File: src/rtl/sdg_pkg.sv
package sdg_pkg;
    localparam int DLY_W      = 8;
    localparam int CAP_WIDE   = 16;
    localparam int CAP_NARROW = 8;

    typedef enum logic [1:0] {
        FMT_RAW  = 2'd0,
        FMT_YC16 = 2'd1,
        FMT_YC8  = 2'd2,
        FMT_RSV  = 2'd3
    } fmt_e;

    typedef struct packed {
        logic [DLY_W-1:0] line_dly;
        logic [DLY_W-1:0] clk_dly;
    } dly_cfg_t;

    function automatic logic [DLY_W-1:0] clamp_dly(input fmt_e f, input logic [DLY_W-1:0] d);
        logic [DLY_W-1:0] cap;
        cap = (f == FMT_YC16) ? DLY_W'(CAP_NARROW) : DLY_W'(CAP_WIDE);
        return (d > cap) ? cap : d;
    endfunction
endpackage

File: src/rtl/sdg_edge_det.sv
module sdg_edge_det #(
    parameter int W = 2
) (
    input  logic         clk,
    input  logic         rst,
    input  logic [W-1:0] sig,
    output logic [W-1:0] rise
);
    logic [W-1:0] sig_q;

    always_ff @(posedge clk) begin
        if (rst) sig_q <= '0;
        else     sig_q <= sig;
    end

    for (genvar i = 0; i < W; i++) begin : g_bit
        assign rise[i] = sig[i] & ~sig_q[i];
    end
endmodule

File: src/rtl/sdg_cfg_latch.sv
module sdg_cfg_latch
    import sdg_pkg::*;
(
    input  logic             clk,
    input  logic             rst,
    input  logic             vd_rise,
    input  logic [1:0]       fmt,
    input  logic [DLY_W-1:0] line_dly,
    input  logic [DLY_W-1:0] clk_dly,
    output dly_cfg_t         cfg_eff
);
    dly_cfg_t cfg_q;
    logic     narrow_q;
    dly_cfg_t cfg_new;

    always_comb begin
        cfg_new.line_dly = line_dly;
        cfg_new.clk_dly  = clamp_dly(fmt_e'(fmt), clk_dly);
        cfg_eff          = vd_rise ? cfg_new : cfg_q;
    end

    always_ff @(posedge clk) begin
        if (rst) begin
            cfg_q    <= '0;
            narrow_q <= 1'b0;
        end else if (vd_rise) begin
            cfg_q    <= cfg_new;
            narrow_q <= (fmt_e'(fmt) == FMT_YC16);
        end
    end

    p_cap_wide_r6: assert property (@(posedge clk) disable iff (rst)
        cfg_q.clk_dly <= DLY_W'(CAP_WIDE));
    p_cap_narrow_r6: assert property (@(posedge clk) disable iff (rst)
        narrow_q |-> cfg_q.clk_dly <= DLY_W'(CAP_NARROW));
endmodule

File: src/rtl/sdg_frame_tracker.sv
module sdg_frame_tracker
    import sdg_pkg::*;
(
    input  logic             clk,
    input  logic             rst,
    input  logic             vd_rise,
    input  logic             hd_rise,
    input  logic             first_pix,
    input  logic [DLY_W-1:0] line_dly,
    output logic             vd_tag,
    output logic             frame_first
);
    logic [DLY_W-1:0] vcnt;
    logic             vpend;
    logic             armed;
    logic [DLY_W-1:0] cnt_eff;
    logic             pend_eff;
    logic             armed_eff;

    always_comb begin
        cnt_eff     = vd_rise ? line_dly : vcnt;
        pend_eff    = vd_rise | vpend;
        vd_tag      = hd_rise & pend_eff & (cnt_eff == '0);
        armed_eff   = armed | vd_rise;
        frame_first = first_pix & armed_eff;
    end

    always_ff @(posedge clk) begin
        if (rst) begin
            vcnt  <= '0;
            vpend <= 1'b0;
            armed <= 1'b0;
        end else begin
            armed <= armed_eff & ~first_pix;
            if (hd_rise && pend_eff) begin
                if (cnt_eff == '0) begin
                    vpend <= 1'b0;
                end else begin
                    vpend <= 1'b1;
                    vcnt  <= cnt_eff - 1'b1;
                end
            end else if (vd_rise) begin
                vpend <= 1'b1;
                vcnt  <= line_dly;
            end
        end
    end

    p_restart_r8: assert property (@(posedge clk) disable iff (rst)
        (vd_rise && !hd_rise) |=> (vpend && vcnt == $past(line_dly)));
    p_disarm_r2: assert property (@(posedge clk) disable iff (rst)
        first_pix |=> !armed);
endmodule

File: src/rtl/sdg_line_timer.sv
module sdg_line_timer
    import sdg_pkg::*;
(
    input  logic             clk,
    input  logic             rst,
    input  logic             hd_rise,
    input  logic             vd_tag,
    input  logic [DLY_W-1:0] clk_dly,
    output logic             hd_pulse,
    output logic             vd_pulse
);
    logic [DLY_W-1:0] hcnt;
    logic             hpend;
    logic             tag_q;

    always_ff @(posedge clk) begin
        if (rst) begin
            hcnt     <= '0;
            hpend    <= 1'b0;
            tag_q    <= 1'b0;
            hd_pulse <= 1'b0;
            vd_pulse <= 1'b0;
        end else begin
            hd_pulse <= 1'b0;
            vd_pulse <= 1'b0;
            if (hd_rise) begin
                if (clk_dly == '0) begin
                    hd_pulse <= 1'b1;
                    vd_pulse <= vd_tag;
                    hpend    <= 1'b0;
                end else begin
                    hpend <= 1'b1;
                    hcnt  <= clk_dly - 1'b1;
                    tag_q <= vd_tag;
                end
            end else if (hpend) begin
                if (hcnt == '0) begin
                    hd_pulse <= 1'b1;
                    vd_pulse <= tag_q;
                    hpend    <= 1'b0;
                end else begin
                    hcnt <= hcnt - 1'b1;
                end
            end
        end
    end

    p_cnt_range_r6: assert property (@(posedge clk) disable iff (rst)
        hpend |-> hcnt < DLY_W'(CAP_WIDE));
    p_pend_fires_r3: assert property (@(posedge clk) disable iff (rst)
        (hpend && hcnt == '0 && !hd_rise) |=> hd_pulse);
endmodule

File: src/rtl/sync_delay_gen.sv
module sync_delay_gen
    import sdg_pkg::*;
(
    input  logic             clk,
    input  logic             rst,
    input  logic             hd_in,
    input  logic             vd_in,
    input  logic             first_pix,
    input  logic             mode,
    input  logic [DLY_W-1:0] line_dly,
    input  logic [DLY_W-1:0] clk_dly,
    input  logic [1:0]       fmt,
    output logic             hd_out,
    output logic             vd_out
);
    logic [1:0] rise;
    logic       vd_rise;
    logic       hd_rise;
    dly_cfg_t   cfg;
    logic       vd_tag;
    logic       frame_first;
    logic       hd_pulse;
    logic       vd_pulse;

    sdg_edge_det #(.W(2)) u_edge (
        .clk  (clk),
        .rst  (rst),
        .sig  ({vd_in, hd_in}),
        .rise (rise)
    );
    assign vd_rise = rise[1];
    assign hd_rise = rise[0];

    sdg_cfg_latch u_cfg (
        .clk      (clk),
        .rst      (rst),
        .vd_rise  (vd_rise),
        .fmt      (fmt),
        .line_dly (line_dly),
        .clk_dly  (clk_dly),
        .cfg_eff  (cfg)
    );

    sdg_frame_tracker u_frame (
        .clk         (clk),
        .rst         (rst),
        .vd_rise     (vd_rise),
        .hd_rise     (hd_rise),
        .first_pix   (first_pix),
        .line_dly    (cfg.line_dly),
        .vd_tag      (vd_tag),
        .frame_first (frame_first)
    );

    sdg_line_timer u_line (
        .clk      (clk),
        .rst      (rst),
        .hd_rise  (hd_rise),
        .vd_tag   (vd_tag),
        .clk_dly  (cfg.clk_dly),
        .hd_pulse (hd_pulse),
        .vd_pulse (vd_pulse)
    );

    assign hd_out = mode ? hd_pulse : first_pix;
    assign vd_out = mode ? vd_pulse : frame_first;

    p_vd_on_hd_r4: assert property (@(posedge clk) disable iff (rst)
        vd_out |-> hd_out);
endmodule

File: config.mk
export PLATFORM = sky130hd
export DESIGN_NAME = sync_delay_gen
export DESIGN_NICKNAME = d
export VERILOG_FILES = /design/src/rtl/sdg_pkg.sv /design/src/rtl/sdg_edge_det.sv /design/src/rtl/sdg_cfg_latch.sv /design/src/rtl/sdg_frame_tracker.sv /design/src/rtl/sdg_line_timer.sv /design/src/rtl/sync_delay_gen.sv
export SDC_FILE = /design/constraint.sdc
export NUM_CORES = 1
export LEC_CHECK = 0
export BUFFER_PORTS_ARGS = -buffer_cell sky130_fd_sc_hd__buf_2
export CORE_MARGIN = 2
export CORE_UTILIZATION = 53
export CTS_BUF_LIST = sky130_fd_sc_hd__clkbuf_8
export DETAILED_ROUTE_END_ITERATION = 8
export PLACE_DENSITY_LB_ADDON = 0.15
export SYNTH_ARGS = -nofsm -noshare
export SYNTH_HDL_FRONTEND = slang
export SYNTH_SLANG_ARGS = --single-unit
File: constraint.sdc
create_clock -name clk -period 3.2 [get_ports clk]
set_input_delay 0.48 -clock clk [delete_from_list [all_inputs] [get_ports clk]]
set_output_delay 0.48 -clock clk [all_outputs]
set_load 0.02 [all_outputs]
== Word-level counts from Yosys, hierarchy flattened ==
Cells that the tools add are included.

* Add/sub/neg operators: 3
* Order comparisons: 1
* Equality and inequality tests: 4
* Multiplexer cells: 27
* Bitwise gates (word level): 12
* Reduce and logical (&&, ||, !) cells: 8

{| class="wikitable"
|+ Operators with widths
! cell !! number
|-
| $mux 8 || 8
|-
| $logic_not 8->1 || 3
|-
| $sub 8x1->8 const B || 3
|-
| $mux 1 || 17
|-
| $mux 16 || 1
|-
| $gt 8x8->1 || 1
|-
| $and 1x1->1 || 6
|-
| $ne 2x2->1 const B || 3
|-
| $mux 5 || 1
|-
| $not 1->1 || 4
|-
| $reduce_bool 2->1 || 2
|-
| $reduce_and 3->1 || 1
|-
| $eq 2x1->1 const B || 1
|-
| $or 1x1->1 || 2
|-
| $reduce_and 2->1 || 1
|-
| $logic_and 1x1->1 || 1
|}

* Register bits: 40
* Input port bits: 24
* Word-level logic and storage cells: 66

== Logic depth before layout (Yosys ltp) ==
* Depth after elaboration: 10
* Gate-level depth with buffers: 14

== Hierarchy ==
Synthesis repeated with hierarchy kept, for this count alone.

* Cells, all modules: 293
* Area, all modules: 2523.7 um^2

{| class="wikitable"
|+ Modules (own cells, without submodules)
! module !! instances !! cells an instance !! area an instance (um^2) !! seq. area each (um^2)
|-
| sdg_line_timer || 1 || 113 || 879.6 || 240.2
|-
| sdg_cfg_latch || 1 || 78 || 779.5 || 320.3
|-
| sdg_frame_tracker || 1 || 94 || 772.0 || 200.2
|-
| sdg_edge_det || 1 || 6 || 70.1 || 40.0
|-
| sync_delay_gen || 1 || 2 || 22.5 || 0.0
|}

== Least setup slack after synthesis ==
No wires, ideal clock.

* Kind: input port to flip-flop
* From: input port fmt[0]
* To: register u_line.hcnt[6]
* Arrival time: 2997 ps
* Data required time: 3138 ps
* Slack: 142 ps
* Stages: 10
* Path buffers: 1
* Path through: nor2b_1 > buf_2 > ha_1 > or4b_4 > nor4bb_1 > or4_4 > a31oi_4 > nor2_2 > or4_1 > nand3_1

* Word-level cells in the longest chain between the ends: 8

{| class="wikitable"
|+ RTL lines
! element !! RTL line !! text
|-
| start, declared || sync_delay_gen.sv:12 || <nowiki>input logic [1:0] fmt,</nowiki>
|-
| $eq 2x1->1 (*) || n/a ||
|-
| $mux 5 (*) || sdg_pkg.sv:20 || <nowiki>cap = (f == FMT_YC16) ? DLY_W'(CAP_NARROW) : DLY_W'(CAP_WIDE);</nowiki>
|-
| $gt 8x8->1 || sdg_pkg.sv:21 || <nowiki>return (d > cap) ? cap : d;</nowiki>
|-
| $mux 8 (*) || sdg_pkg.sv:21 ||
|-
| $mux 16 (*) || sdg_cfg_latch.sv:19 || <nowiki>cfg_eff = vd_rise ? cfg_new : cfg_q;</nowiki>
|-
| $sub 8x1->8 or $logic_not 8->1 (tied branches) || sdg_line_timer.sv:33, sdg_line_timer.sv:27 ||
|-
| $mux 8 or $ne 2x2->1 (tied branches) || n/a ||
|-
| $mux 8 or $reduce_and 3->1 (tied branches) || n/a ||
|-
| end signal, assigned || sdg_line_timer.sv:33 || <nowiki>hcnt <= clk_dly - 1'b1;</nowiki>
|-
| end signal, assigned || sdg_line_timer.sv:42 || <nowiki>hcnt <= hcnt - 1'b1;</nowiki>
|-
| end, declared || sdg_line_timer.sv:12 || <nowiki>logic [DLY_W-1:0] hcnt;</nowiki>
|}

Every way passes the cells marked *; elsewhere a longest branch is shown, timed or not. The select of a mux whose other input is x is not followed.
A chain may end at the register's enable or synchronous reset.

== Worst setup path after layout ==
* From: input port fmt[0]
* To: register u_line.hcnt[2]

Same word-level chain as after synthesis.

==> flow_summary.yaml <==
timing:
  min_period_ns: 2.804
  slew_headroom: 0.5936
  hold_viol_final: 0
  skew_ns: 0.008661
  finalSetupViolations: 0
  worst_pin_slew_ns: 0.6097
  fin_crit_sh: 0.8762
  rsz0062_at_grt: "false"
  fmax_ghz: 0.3567
  finalSetupTns_ns: 0
  finalMaxSlewViolations: 0
logic_synthesis:
  ys_top_cells_by_count: "nor2_1 (38), nand2_1 (35), dfxtp_1 (32), a21oi_1 (20), clkbuf_1 (12)"
  yosysSeqAreaShare: 0.3259
  async_reset_ff_frac: 0
  ys_seq_elements: 32
  synth.top_cells.by_area: "dfxtp_1 (33%), nor2_1 (7.3%), nand2_1 (6.7%), a21oi_1 (5.1%), nor3_1 (2.8%)"
  yosysTopAreaCell: "dfxtp_1"
  synth.most_common_cell: "nor2_1"
  netlist_area_mm2: 0.001966
  synthFlopType: "dfxtp_1"
  synth_cells: 264
  syn_area_per_cell_um2: 7.446
  ys_types: 51
  yosysWarningCount: 0
  synth_nets: 291
  synth_top_cell_area_share: 0.3259
  synth_edf_count: 0
floorplanning:
  fp.coreArea_mm2: 0.003606
  rows: 22
  die_w_um: 64.90
  initial_core_util: 0.5451
  die-area_mm2: 0.004212
  die_h_um: 64.90
  io_pins: 26
critical_path:
  rr_endpoint: "u_line.hcnt[6]"
  cp_max_fo: 6
  crit_end: "u_line.hcnt[2]"
  end_kind: "flip-flop"
  r2r_start: "u_edge.sig_q[1]"
  crit_start: "fmt[0]"
  reg2reg_setup_slack_ns: 0.65
  crit_required_ns: 3.35
  start_kind: "input port"
  crit_type: "input port to flip-flop"
  reg2reg_depth: 9
  worst_ep_arrival_time_ns: 2.95
finish:
  num_antenna_cells: 0
  syn2layout_area_growth_pct: 18.21
  drive_above_1_share: 0.1824
  final_nets: 322
  fillCellCount: 328
placed_design:
  gp_congestion: 0.9432
  numPortBuffers: 25
  dp_hpwl_mm: 3.608
global_route:
  grt_pass1_vias: 1878
  antenna_found_initial: 0
  grt_max_degree: 33
  grt_overflow: 0
  globalRouteTotalUtil: 0.2515
  grt_pass1_wl_mm: 8.280
min_path:
  hp-class: "input port to flip-flop"
  hp-start: "first_pix"
drt:
  drt_iter0_drc: 110
  drc: 0
  vias: 2057
  wire_per_inst_um: 14.16
  wl_mm: 4.872
  ant_nets: 0
  vias_per_cell: 5.980
  drt-pass1-iter-count: 4
clock_network:
  clkSlewWorstSetupHoldPaths_ns: 0.07
  cts_root_buf: "clkbuf_8"
  cts_buffer_depth: 2
  holdBufCountCts: 0
  cts_setup_buffers: 0
  cts_tree: "built"
  htreeDepth: 2
  cts_buffers: 5
  cts-resized-gates: 0
  cts.sinks: 32
  clk_latency_ns: 0.28
flow_run:
  cap_viol_max_count: 0
power:
  power_mw: 1.155
  p_leak_nw: 0.9323
  irDropWorstVdd_uv: 266.4
  power_density_mw_per_mm2: 496.9
run_status:
  outcome: "finished clean"
-- flip-flops by register name, summed over array words and instances (netlist names) --
name             cells
u_frame.armed        1
u_frame.vcnt         8
u_line.hcnt          8
u_edge.sig_q         2
u_frame.vpend        1
u_line.hpend         1
u_line.vd_pulse      1
u_line.hd_pulse      1
u_line.tag_q         1
u_cfg.cfg_q          8
-- how the worst min path moves through the flow --
stage	endpoint	cells after the start
2_1_floorplan	u_frame.vcnt[0]	2
3_3_place_gp	u_frame.vcnt[0]	2
3_5_place_dp	u_frame.vcnt[1]	2
4_1_cts	u_frame.armed	2
5_1_grt	u_frame.armed	2
6_report	u_frame.armed	2
-- power breakdown --
group | switching [mW] | internal [mW]
registers | 0.0289 | 0.429
logic | 0.153 | 0.121
clock network | 0.148 | 0.275
-- cell usage in the layout (no fill, tap or decap), drive strengths merged, types with 2 or more instances in the layout --
cell type	count
nor2	39
buf	39
nand2	35
dfxtp	32
a21oi	20
o21ai	11
nor3	11
nor2b	7
clkbuf	7
or3	6
mux2i	5
and2	5
nand3	5
a31oi	5
a211oi	4
a22oi	4
nor4	4
o22ai	4
nand2b	3
a22o	3
a21boi	3
a21o	3
nand4	3
nand4b	3
ha	3
or4	3
nor3b	2
nand3b	2
and3	2
o211ai	2
xnor2	2
mux2	2
o2111ai	2
or2	2
-- per-stage QoR --
| stage | util | area [um^2] | worst slack [ns] | hold WS, ns | cells |
|---|---|---|---|---|---|
| global route | 0.6443 | 2323 | 0.1467 | 0.3715 | 344 |
| finish | 0.6443 | 2323 | 0.3963 | 0.3793 | 344 |
| CTS | 0.6443 | 2323 | 0.3879 | 0.3703 | 344 |
| detailed placement | 0.6093 | 2197 | 0.08597 | 0.4701 | 336 |
| global placement | 0.6093 | 2197 | 0.1559 | 0.4611 | 336 |
| floorplan | - | 1966 | 0.1415 | 0.4418 | 264 |
-- cells by family (layout without fill, tap and decap cells) --
| logic type | Yosys count | count (layout) | synth area share |
|---|---|---|---|
| AND/OR/NAND/NOR | 134 | 134 | 0.3393 |
| AO/OA/AOI/OAI | 69 | 69 | 0.2336 |
| flip-flops | 32 | 32 | 0.3259 |
| buffers and inverters | 16 | 48 | 0.03182 |
| multiplexers | 7 | 7 | 0.03692 |
| adder cells (fa/ha/maj) | 3 | 3 | 0.01910 |
| XOR/XNOR | 3 | 3 | 0.01337 |
-- layer usage --
metal	wire, um	vias up	GRT usage	share of wire
met2	2336	63	0.4214	0.48
li1	-	1028	-	-
met3	251	4	0.05729	0.052
met4	44	0	0.09574	0.0090
met5	0	-	0	0
met1	2240	962	0.3125	0.46
-- layout make-up --
type / count / area, um^2 / area share
clock inverters: 1 / 30.03 / 0.01292
well taps: 48 / 60.06 / 0.02585
multi-input cells: 216 / 1262 / 0.5433
flip-flops and latches: 32 / 640.6 / 0.2757
clock buffers: 7 / 96.34 / 0.04146
repair buffers: 39 / 230.2 / 0.09908
inverters: 1 / 3.754 / 0.001616
-- critical path, cell delays in order --
cell and delay (ns):
buf_2 0.10, nor2b_1 0.13, ha_1 0.26, or4b_4 0.47, a211oi_1 0.33, and3_1 0.28
a31oi_1 0.21, ha_1 0.33, nand2_1 0.08, o22ai_1 0.07, a21oi_1 0.12, a21oi_1 0.07
No activity file was read; power rests on OpenSTA's default activity.
